## src/rtl/idx_agen_pkg.sv

```systemverilog
// Shared types for the indexed address generator.
// Assumes bytes are 8 bits wide and the postbyte layout is fixed.
package idx_agen_pkg;
    localparam int BYTE_W = 8;

    typedef enum logic [2:0] {
        AM_CONST5,
        AM_AUTO,
        AM_OFFSET,
        AM_ACCUM,
        AM_FENCED
    } amode_e;

    typedef enum logic [2:0] {
        ST_IDLE,
        ST_ROUTE,
        ST_FHI,
        ST_FLO,
        ST_SUM,
        ST_MEM,
        ST_DONE
    } state_e;
endpackage

```

## src/rtl/idx_decode.sv

```systemverilog
// Postbyte decoder: classifies the indexed form and extracts its fields.
// Purely combinational. Assumes AW >= 16.
module idx_decode
    import idx_agen_pkg::*;
#(
    parameter int AW = 16
) (
    input  logic [BYTE_W-1:0] pb,
    input  logic              fence,
    output amode_e            mode,
    output logic [1:0]        base_sel,
    output logic [AW-1:0]     imm,
    output logic              post,
    output logic [1:0]        n_ext,
    output logic              indirect,
    output logic [1:0]        acc_sel,
    output logic              extra
);
    // Classify the postbyte and derive base, immediate and fetch needs
    always_comb begin
        mode     = AM_CONST5;
        base_sel = pb[7:6];
        imm      = '0;
        post     = 1'b0;
        n_ext    = 2'd0;
        indirect = 1'b0;
        acc_sel  = pb[1:0];
        extra    = 1'b0;
        if (!pb[5]) begin
            mode = AM_CONST5;
            imm  = {{(AW-5){pb[4]}}, pb[4:0]};
        end else if (pb[7:6] != 2'b11) begin
            mode = AM_AUTO;
            post = pb[4];
            imm  = pb[3] ? {{(AW-4){1'b1}}, pb[3:0]}
                         : {{(AW-3){1'b0}}, pb[2:0]} + AW'(1);
        end else begin
            base_sel = pb[4:3];
            if (!pb[2]) begin
                if (fence) begin
                    mode = AM_FENCED;
                end else begin
                    mode     = AM_OFFSET;
                    n_ext    = pb[1] ? 2'd2 : 2'd1;
                    indirect = (pb[1:0] == 2'b11);
                    extra    = 1'b1;
                end
            end else begin
                mode     = AM_ACCUM;
                indirect = (pb[1:0] == 2'b11);
                extra    = indirect;
            end
        end
    end
endmodule

```

## src/rtl/idx_offset_sel.sv

```systemverilog
// Offset selector: picks the value added to the base register.
// Purely combinational. Extension bytes are meaningful only in offset mode.
module idx_offset_sel
    import idx_agen_pkg::*;
#(
    parameter int AW = 16
) (
    input  amode_e            mode,
    input  logic [1:0]        acc_sel,
    input  logic [1:0]        n_ext,
    input  logic              sign9,
    input  logic [AW-1:0]     imm,
    input  logic [BYTE_W-1:0] ext_hi,
    input  logic [BYTE_W-1:0] ext_lo,
    input  logic [BYTE_W-1:0] acc_a,
    input  logic [BYTE_W-1:0] acc_b,
    output logic [AW-1:0]     off
);
    // Choose the offset source for the active form
    always_comb begin
        unique case (mode)
            AM_ACCUM: begin
                unique case (acc_sel)
                    2'b00:   off = AW'(acc_a);
                    2'b01:   off = AW'(acc_b);
                    default: off = AW'({acc_a, acc_b});
                endcase
            end
            AM_OFFSET: begin
                if (n_ext == 2'd2) off = AW'({ext_hi, ext_lo});
                else               off = {{(AW-BYTE_W){sign9}}, ext_lo};
            end
            default: off = imm;
        endcase
    end
endmodule

```

## src/rtl/idx_agen.sv

```systemverilog
// Indexed effective-address generator.
// Samples postbyte and registers on start, fetches extension bytes and an
// optional indirect word through request/ready ports, then pulses done.
// Assumes start is only raised while the block is idle.
module idx_agen
    import idx_agen_pkg::*;
#(
    parameter int AW = 16,
    parameter int XW = 2
) (
    input  logic              clk,
    input  logic              rst_n,
    input  logic              start,
    input  logic [7:0]        postbyte,
    input  logic              fence,
    input  logic [AW-1:0]     idx_x,
    input  logic [AW-1:0]     idx_y,
    input  logic [AW-1:0]     idx_sp,
    input  logic [AW-1:0]     idx_pc,
    input  logic [7:0]        acc_a,
    input  logic [7:0]        acc_b,
    output logic              fetch_req,
    input  logic              fetch_ready,
    input  logic [7:0]        fetch_byte,
    output logic              mem_req,
    output logic [AW-1:0]     mem_addr,
    input  logic              mem_ready,
    input  logic [AW-1:0]     mem_word,
    output logic              done,
    output logic [AW-1:0]     eff_addr,
    output logic [XW-1:0]     extra_cyc,
    output logic              wb_en,
    output logic [1:0]        wb_sel,
    output logic [AW-1:0]     wb_value
);
    localparam int NREG = 4;

    state_e             state;
    logic [7:0]         pb_q;
    logic               fence_q;
    logic [AW-1:0]      regs_q [NREG];
    logic [7:0]         a_q, b_q;
    logic [7:0]         hi_q, lo_q;
    logic [AW-1:0]      addr_q, ea_q, wbv_q;
    logic [XW-1:0]      xc_q;
    logic               wb_flag;

    amode_e             dec_mode;
    logic [1:0]         dec_base, dec_nx, dec_acc;
    logic [AW-1:0]      dec_imm, off, base_val, sum;
    logic               dec_post, dec_ind, dec_extra;

    idx_decode #(.AW(AW)) dec_i (
        .pb(pb_q), .fence(fence_q), .mode(dec_mode), .base_sel(dec_base),
        .imm(dec_imm), .post(dec_post), .n_ext(dec_nx), .indirect(dec_ind),
        .acc_sel(dec_acc), .extra(dec_extra)
    );

    idx_offset_sel #(.AW(AW)) off_i (
        .mode(dec_mode), .acc_sel(dec_acc), .n_ext(dec_nx), .sign9(pb_q[0]),
        .imm(dec_imm), .ext_hi(hi_q), .ext_lo(lo_q), .acc_a(a_q), .acc_b(b_q),
        .off(off)
    );

    // Single shared adder: selected base plus selected offset, wrapping
    always_comb begin
        base_val = regs_q[dec_base];
        sum      = base_val + off;
    end

    // Sequencer: sample, route by form, fetch bytes, read word, report
    always_ff @(posedge clk) begin
        if (!rst_n) begin
            state   <= ST_IDLE;
            pb_q    <= '0;
            fence_q <= 1'b0;
            for (int i = 0; i < NREG; i++) regs_q[i] <= '0;
            a_q     <= '0;
            b_q     <= '0;
            hi_q    <= '0;
            lo_q    <= '0;
            addr_q  <= '0;
            ea_q    <= '0;
            wbv_q   <= '0;
            xc_q    <= '0;
            wb_flag <= 1'b0;
        end else begin
            unique case (state)
                ST_IDLE: begin
                    if (start) begin
                        pb_q      <= postbyte;
                        fence_q   <= fence;
                        regs_q[0] <= idx_x;
                        regs_q[1] <= idx_y;
                        regs_q[2] <= idx_sp;
                        regs_q[3] <= idx_pc;
                        a_q       <= acc_a;
                        b_q       <= acc_b;
                        wb_flag   <= 1'b0;
                        state     <= ST_ROUTE;
                    end
                end
                ST_ROUTE: begin
                    xc_q <= XW'(dec_extra);
                    unique case (dec_mode)
                        AM_CONST5: begin
                            ea_q  <= sum;
                            state <= ST_DONE;
                        end
                        AM_AUTO: begin
                            ea_q    <= dec_post ? base_val : sum;
                            wbv_q   <= sum;
                            wb_flag <= 1'b1;
                            state   <= ST_DONE;
                        end
                        AM_FENCED: begin
                            ea_q  <= '0;
                            state <= ST_DONE;
                        end
                        AM_OFFSET: begin
                            state <= (dec_nx == 2'd2) ? ST_FHI : ST_FLO;
                        end
                        default: begin
                            if (dec_ind) begin
                                addr_q <= sum;
                                state  <= ST_MEM;
                            end else begin
                                ea_q  <= sum;
                                state <= ST_DONE;
                            end
                        end
                    endcase
                end
                ST_FHI: begin
                    if (fetch_ready) begin
                        hi_q  <= fetch_byte;
                        state <= ST_FLO;
                    end
                end
                ST_FLO: begin
                    if (fetch_ready) begin
                        lo_q  <= fetch_byte;
                        state <= ST_SUM;
                    end
                end
                ST_SUM: begin
                    if (dec_ind) begin
                        addr_q <= sum;
                        state  <= ST_MEM;
                    end else begin
                        ea_q  <= sum;
                        state <= ST_DONE;
                    end
                end
                ST_MEM: begin
                    if (mem_ready) begin
                        ea_q  <= mem_word;
                        state <= ST_DONE;
                    end
                end
                default: begin
                    wb_flag <= 1'b0;
                    state   <= ST_IDLE;
                end
            endcase
        end
    end

    // Port drive from sequencer state and result registers
    always_comb begin
        fetch_req = (state == ST_FHI) || (state == ST_FLO);
        mem_req   = (state == ST_MEM);
        mem_addr  = addr_q;
        done      = (state == ST_DONE);
        eff_addr  = ea_q;
        extra_cyc = xc_q;
        wb_en     = done && wb_flag;
        wb_sel    = dec_base;
        wb_value  = wbv_q;
    end


    done_pulse_chk: assert property (@(posedge clk) disable iff (!rst_n)
        done |=> !done);


    wb_only_done_chk: assert property (@(posedge clk) disable iff (!rst_n)
        wb_en |-> done);


    fetch_hold_chk: assert property (@(posedge clk) disable iff (!rst_n)
        (fetch_req && !fetch_ready) |=> fetch_req);


    mem_hold_chk: assert property (@(posedge clk) disable iff (!rst_n)
        (mem_req && !mem_ready) |=> (mem_req && $stable(mem_addr)));


    req_excl_chk: assert property (@(posedge clk) disable iff (!rst_n)
        !(fetch_req && mem_req));


    fence_nofetch_chk: assert property (@(posedge clk) disable iff (!rst_n)
        fetch_req |-> !fence_q);


    extra_range_chk: assert property (@(posedge clk) disable iff (!rst_n)
        done |-> (extra_cyc <= XW'(1)));
endmodule

```

## config.mk

```make
export PLATFORM = sky130hd
export DESIGN_NAME = idx_agen
export DESIGN_NICKNAME = d
export VERILOG_FILES = /design/src/rtl/idx_agen_pkg.sv /design/src/rtl/idx_decode.sv /design/src/rtl/idx_offset_sel.sv /design/src/rtl/idx_agen.sv
export SDC_FILE = /design/constraint.sdc
export NUM_CORES = 1
export LEC_CHECK = 0
export ABC_AREA = 1
export BUFFER_PORTS_ARGS = -buffer_cell sky130_fd_sc_hd__buf_2
export CORE_ASPECT_RATIO = 0.75
export CORE_UTILIZATION = 60
export DETAILED_ROUTE_END_ITERATION = 16
export PLACE_DENSITY = 0.86
export SYNTH_ARGS = -nofsm -noshare
export SYNTH_HDL_FRONTEND = slang
export SYNTH_SLANG_ARGS = --single-unit
```

## constraint.sdc

```tcl
create_clock -name clk -period 5.45 [get_ports clk]
set_clock_uncertainty 0.05 [all_clocks]
set_input_delay 0.8175 -clock clk [delete_from_list [all_inputs] [get_ports clk]]
set_output_delay 0.8175 -clock clk [all_outputs]
set_load 0.01 [all_outputs]
```

* Yosys cells after proc, flatten, opt, wreduce, memory -nomap -nowiden
Memories as Yosys holds them, arrays and structs flattened.
Cells that the tools add are included.
** Cells by class
- Add/sub/neg operators :: 2
- $mul :: 0
- Divide/modulo/power cells :: 0
- Magnitude comparators :: 0
- Equal/unequal tests :: 21
- Shift operators :: 0
- Multiplexer cells :: 55
- Bitwise logic cells :: 5
- Reduce and logical (&&, ||, !) cells :: 18
** Operators by type and width (number)
- $mux 16 :: 13
- $pmux 16 s2 :: 3
- $pmux 16 s4 :: 1
- $pmux 16 s3 :: 1
- $mux 3 :: 8
- $mux 1 :: 18
- $pmux 3 s6 :: 1
- $add 16x16->16 :: 1
- $mux 2 :: 8
- $ne 2x2->1 const B :: 7
- $eq 3x2->1 const B :: 4
- $eq 3x3->1 const B :: 4
- $reduce_and 2->1 :: 5
- $reduce_or 4->1 :: 2
- $eq 3x1->1 const B :: 2
- $logic_not 3->1 :: 2
- $pmux 3 s2 :: 1
- $reduce_and 3->1 :: 2
- $add 3x1->4 const B :: 1
- $eq 2x2->1 const B :: 2
- $or 1x1->1 :: 4
- $reduce_and 4->1 :: 1
- $pmux 1 s3 :: 1
- $reduce_bool 3->1 :: 1
- 8 further kinds :: 8
** Storage, ports and cells
- Register bits after elaboration :: 94
- Bits in latches :: 0
- RAM bits :: 64
- Bits in read-only memories :: 0
- Input port bits :: 118
- Output and inout bits :: 56
- Logic and storage cells :: 114
- Memories kept :: 1
** Memory list
- regs_q :: depth 4, bits a word 16, rd ports 1, clocked after memory_dff 0, write ports 4, RTL line idx_agen.sv:41 : logic [AW-1:0] regs_q [NREG];

* Logic depth before layout (Yosys ltp)
- Depth in word-level cells :: 12
- Depth in mapped cells :: 26
- Gate-level depth less buffers :: 25

* Modules after synthesis
From an unflattened synthesis, not the netlist that was laid out.
** Unflattened totals
- Cells, all modules :: 1323
- Area, all modules :: 9153.8 sq um
** Modules (own cells, without submodules)
- idx_agen :: times used 1, cells an instance 1118, area each 8197.9 sq um, seq. area each 3803.6 sq um
- idx_offset_sel :: times used 1, cells an instance 140, area each 621.8 sq um, seq. area each 0.0 sq um
- idx_decode :: times used 1, cells an instance 65, area each 334.1 sq um, seq. area each 0.0 sq um

* Least setup slack after synthesis
No wires, ideal clock.
- Kind :: in2reg
- From :: input rst_n
- To :: memory regs_q[0][0] (enable)
- Setup time :: 0.454 ns
- Arrival :: 3.198 ns
- Data required time :: 4.946 ns
- Setup slack :: 1.748 ns
- Stages on the path :: 3
- Path buffers :: 2
- Cell sequence :: clkbuf_1 -> o21ai_1 -> clkbuf_1
** RTL lines
- start, declared :: RTL line idx_agen.sv:12 : input logic rst_n,
- end, declared :: RTL line idx_agen.sv:41

* Final worst setup path
- From :: register pb_q[1]
- To :: register ea_q[14] (netlist: eff_addr[14])
** On the way
- Word-level cells in the longest chain between the ends :: 12
- Elaborated cells on any way between the ends :: 25
- Classes of those cells :: add/sub: 2; eq/ne: 3; mux: 19; reduce/logical: 1
** RTL lines
- start, declared :: RTL line idx_agen.sv:39 : logic [7:0] pb_q;
- start signal, assigned :: RTL line idx_agen.sv:91 : pb_q <= postbyte;
- $mux 2 :: RTL line idx_decode.sv:44 : n_ext = pb[1] ? 2'd2 : 2'd1;
- $mux 2 :: RTL line idx_decode.sv:40 : if (fence) begin
- $mux 2 :: RTL line idx_decode.sv:39 : if (!pb[2]) begin
- $mux 2 :: RTL line idx_decode.sv:32 : end else if (pb[7:6] != 2'b11) begin
- $mux 2 :: RTL line idx_decode.sv:29 : if (!pb[5]) begin
- $eq 2x2->1 :: RTL line idx_offset_sel.sv:30 : if (n_ext == 2'd2) off = AW'({ext_hi, ext_lo});
- $mux 16 :: RTL line idx_offset_sel.sv:30
- $pmux 16 s2 :: RTL line idx_offset_sel.sv:21 : unique case (mode)
- $add 16x16->16 :: RTL line idx_agen.sv:68 : sum = base_val + off;
- $mux 16 (on tied branches) :: RTL line idx_agen.sv:124, idx_agen.sv:147, idx_agen.sv:111
- $pmux 16 s4 :: RTL line idx_agen.sv:105 : unique case (dec_mode)
- $pmux 16 s3 * :: RTL line idx_agen.sv:88 : unique case (state)
- end signal, assigned :: RTL line idx_agen.sv:107 : ea_q <= sum;
- end signal, assigned :: RTL line idx_agen.sv:128 : ea_q <= sum;
- end signal, assigned :: RTL line idx_agen.sv:151 : ea_q <= sum;
- end, declared :: RTL line idx_agen.sv:44 : logic [AW-1:0] addr_q, ea_q, wbv_q;
Every way passes the cells marked *; elsewhere a longest branch is shown, timed or not.
A chain may end at the register's enable or synchronous reset.

==> results.yml <==
worst_setup_path:
  path_class: "reg -> reg"
  crit_fanout: 10
  cp_data_required_time_ns: 5.74
  startpoint_type: "register"
  end_kind: "register"
  critPathArrivalTime_ns: 4.57
logic_synthesis:
  syn-num-nets: 1314
  async_flop_share: 0
  netlist_instances: 1177
  ys_ff_latch: 158
  syn_avg_cell_area_um2: 7.47
  ys_warn_count: 0
  synthFlopType: "dfxtp_1"
  synth_most_common_cell: "inv_1"
  synth_area_leaders: "edfxtp_1 22%, dfxtp_1 21%, inv_1 9.5%"
  synth_edf_count: 64
  netlist.area_leader.share: 0.219
  syn-cell-area_mm2: 0.00879
  ys_seq_area_frac: 0.433
  yosysTopAreaCell: "edfxtp_1"
  synth_common_cells: "223 x inv_1, 170 x nor2_1, 159 x nand2_1"
  synth.distinct_cells: 56
routing:
  via_per_inst: 5.53
  drt_iter0_markers: 1079
  drcViolationCount: 0
  detail-route-antenna-nets: 0
  firstDrtPassIters: 6
  drt_wl_total_um: 24500
  wl_per_cell_um: 16.0
  vias: 8499
global_routing:
  first_global_vias: 7793
  grt_pass1_wl_um: 38700
  antenna_found_initial: 0
  overflow: 0
  grt_usage: 0.331
  grt_start_max_net_pins: 90
layout:
  fin_nets: 1465
  area_delta_synth_final_pct: 16.7
  utilization: 0.732
  drive_gt1_frac: 0.198
  n_antenna_cell: 0
clock_tree:
  htreeDepth: 4
  cts_made_buffers: 17
  cts_num_sinks: 158
  cts_resized: 0
  cts_tree: "done"
  clockBufferDepth: 2
  root_buffer: "clkbuf_16"
  cts.clk_slew.worst_paths_ns: 0.06
  insertion_delay_ns: 0.43
  postCtsSetupRepairBufs: 0
  cts_hold_buf: 0
power_and_ir_drop:
  leakagePower_nw: 5.27
  vdd_drop_max_mv: 0.368
  p_sw_mw: 2.42
  powerDensity_mw_per_mm2: 528
  seqPwrFrac: 0.315
  combinationalPowerShare: 0.471
  netSwitchingFraction: 0.446
  internal_power_mw: 3.00
  p_clk_frac: 0.214
floorplanning:
  dieArea_mm2: 0.0151
  start_util: 0.627
  fp-row-count: 37
  core_mm2: 0.0140
  chipWidth_um: 142
  ios: 174
  dieHeight_um: 107
placed_design:
  port_buffers: 172
  dp_hpwl_um: 17700
  gp_congestion: 1.01
sta:
  rsz0062_at_grt: "no"
  slew_violations: 0
  worst_slew_pin_slew_ns: 1.09
  setup_viol: 0
  fin_setup_tns_ns: 0
  relSlewSlack: 0.273
  fmax_mhz: 234
  fin_crit_sh: 0.786
  hold_viol_final: 0
  fin_crit_ns: 4.28
outcome:
  status: "completed"
run:
  drv_cap: 0
hold_path:
  hold_path_class: "reg -> reg"
-- sequential cells by signal, summed over array words and instances, names as in the netlist, 3 cells and up --
name and cells:
pb_q 8, eff_addr 16, regs_q 64, wb_value 16
b_q 8, state 3, lo_q 8, a_q 8
hi_q 8, mem_addr 16
-- power groups by stage --
stage | clock, mW | sequential (mW) | combinational (mW)
after detailed placement | 0 | 1.72 | 2.46
final | 1.16 | 1.70 | 2.55
after CTS | 1.16 | 1.70 | 2.49
after global placement | 0 | 1.71 | 2.40
after global routing | 1.21 | 1.73 | 2.81
after floorplan | 0 | 1.70 | 1.79
-- stage by stage --
| step | area, um^2 | power (mW) | hold slack, ns | cells | setup WS, ns |
|---|---|---|---|---|---|
| 6_report | 10300 | 5.42 | 0.411 | 1536 | 1.17 |
| 5_1_grt | 10300 | 5.75 | 0.450 | 1536 | 0.835 |
| 4_1_cts | 10300 | 5.34 | 0.414 | 1536 | 1.34 |
| 3_5_place_dp | 9700 | 4.18 | 0.405 | 1504 | 1.42 |
| 3_3_place_gp | 9700 | 4.11 | 0.399 | 1504 | 1.56 |
| 2_1_floorplan | 8790 | 3.49 | 0.379 | 1177 | 1.75 |
-- area by class of cell --
type	count	area (um^2)
clock buffer	18	429
clock inverter	14	134
fill	1120	3760
inverter	235	883
multi-input combinational	739	3870
sequential	158	3800
tap	195	244
timing repair buffer	177	898
-- cells by family after synthesis --
kind of cell	count (synthesis)	synth area share
and+or+nand+nor	437	0.217
buffers and inverters	280	0.130
AOI/OAI and AO/OA	275	0.186
DFF	158	0.433
adders and majority gates	19	0.0279
xor gates and xnor gates	7	0.00697
other	1	0.000427
-- worst paths after layout --
check	startpoint	end	slack, ns	cells after the start
setup / recovery	pb_q[1]	eff_addr[14]	1.17	22
hold / removal	lo_q[7]	lo_q[7]	0.41	2
setup reg to reg	pb_q[1]	eff_addr[14]	1.17	22
hold reg to reg	lo_q[7]	lo_q[7]	0.41	2
-- critical path, stage by stage, from the launching register on --
cell      delay [ns]
dfxtp_1         0.52
inv_1           0.20
ha_1            0.36
inv_1           0.12
nor2_1          0.06
inv_1           0.17
a22oi_1         0.11
a221oi_1        0.57
ha_1            0.27
inv_1           0.06
fa_1            0.40
inv_1           0.08
nand3_1         0.06
nand2_1         0.11
inv_1           0.07
o21ai_0         0.23
nand4_1         0.16
nand3_1         0.12
nand2_1         0.10
o21bai_1        0.18
nand3_1         0.09
nand2_1         0.07
inv_1           0.03
-- placed cells by master, fill, tap and decap left out, types with 9 or more instances in the layout --
cell type  count
clkbuf_16     17
o21ai_0       94
a22oi_1        9
nor2_1       170
dfxtp_1       94
nand3_1       53
inv_1        223
nand2_1      159
inv_2          9
o22ai_1       29
ha_1          18
nand2_2        9
or2_2         10
a21oi_1       78
edfxtp_1      64
buf_2        172
o211ai_1      16
-- per-layer routing --
| metal | wire length (um) | GRT usage | vias up |
|---|---|---|---|
| li1 | - | - | 4129 |
| met1 | 10500 | 0.447 | 3843 |
| met3 | 2460 | 0.0768 | 52 |
| met4 | 582 | 0.123 | 0 |
| met5 | 0 | 0 | - |
| met2 | 11000 | 0.518 | 475 |
Note: power is estimated with default switching activity, not from simulation.
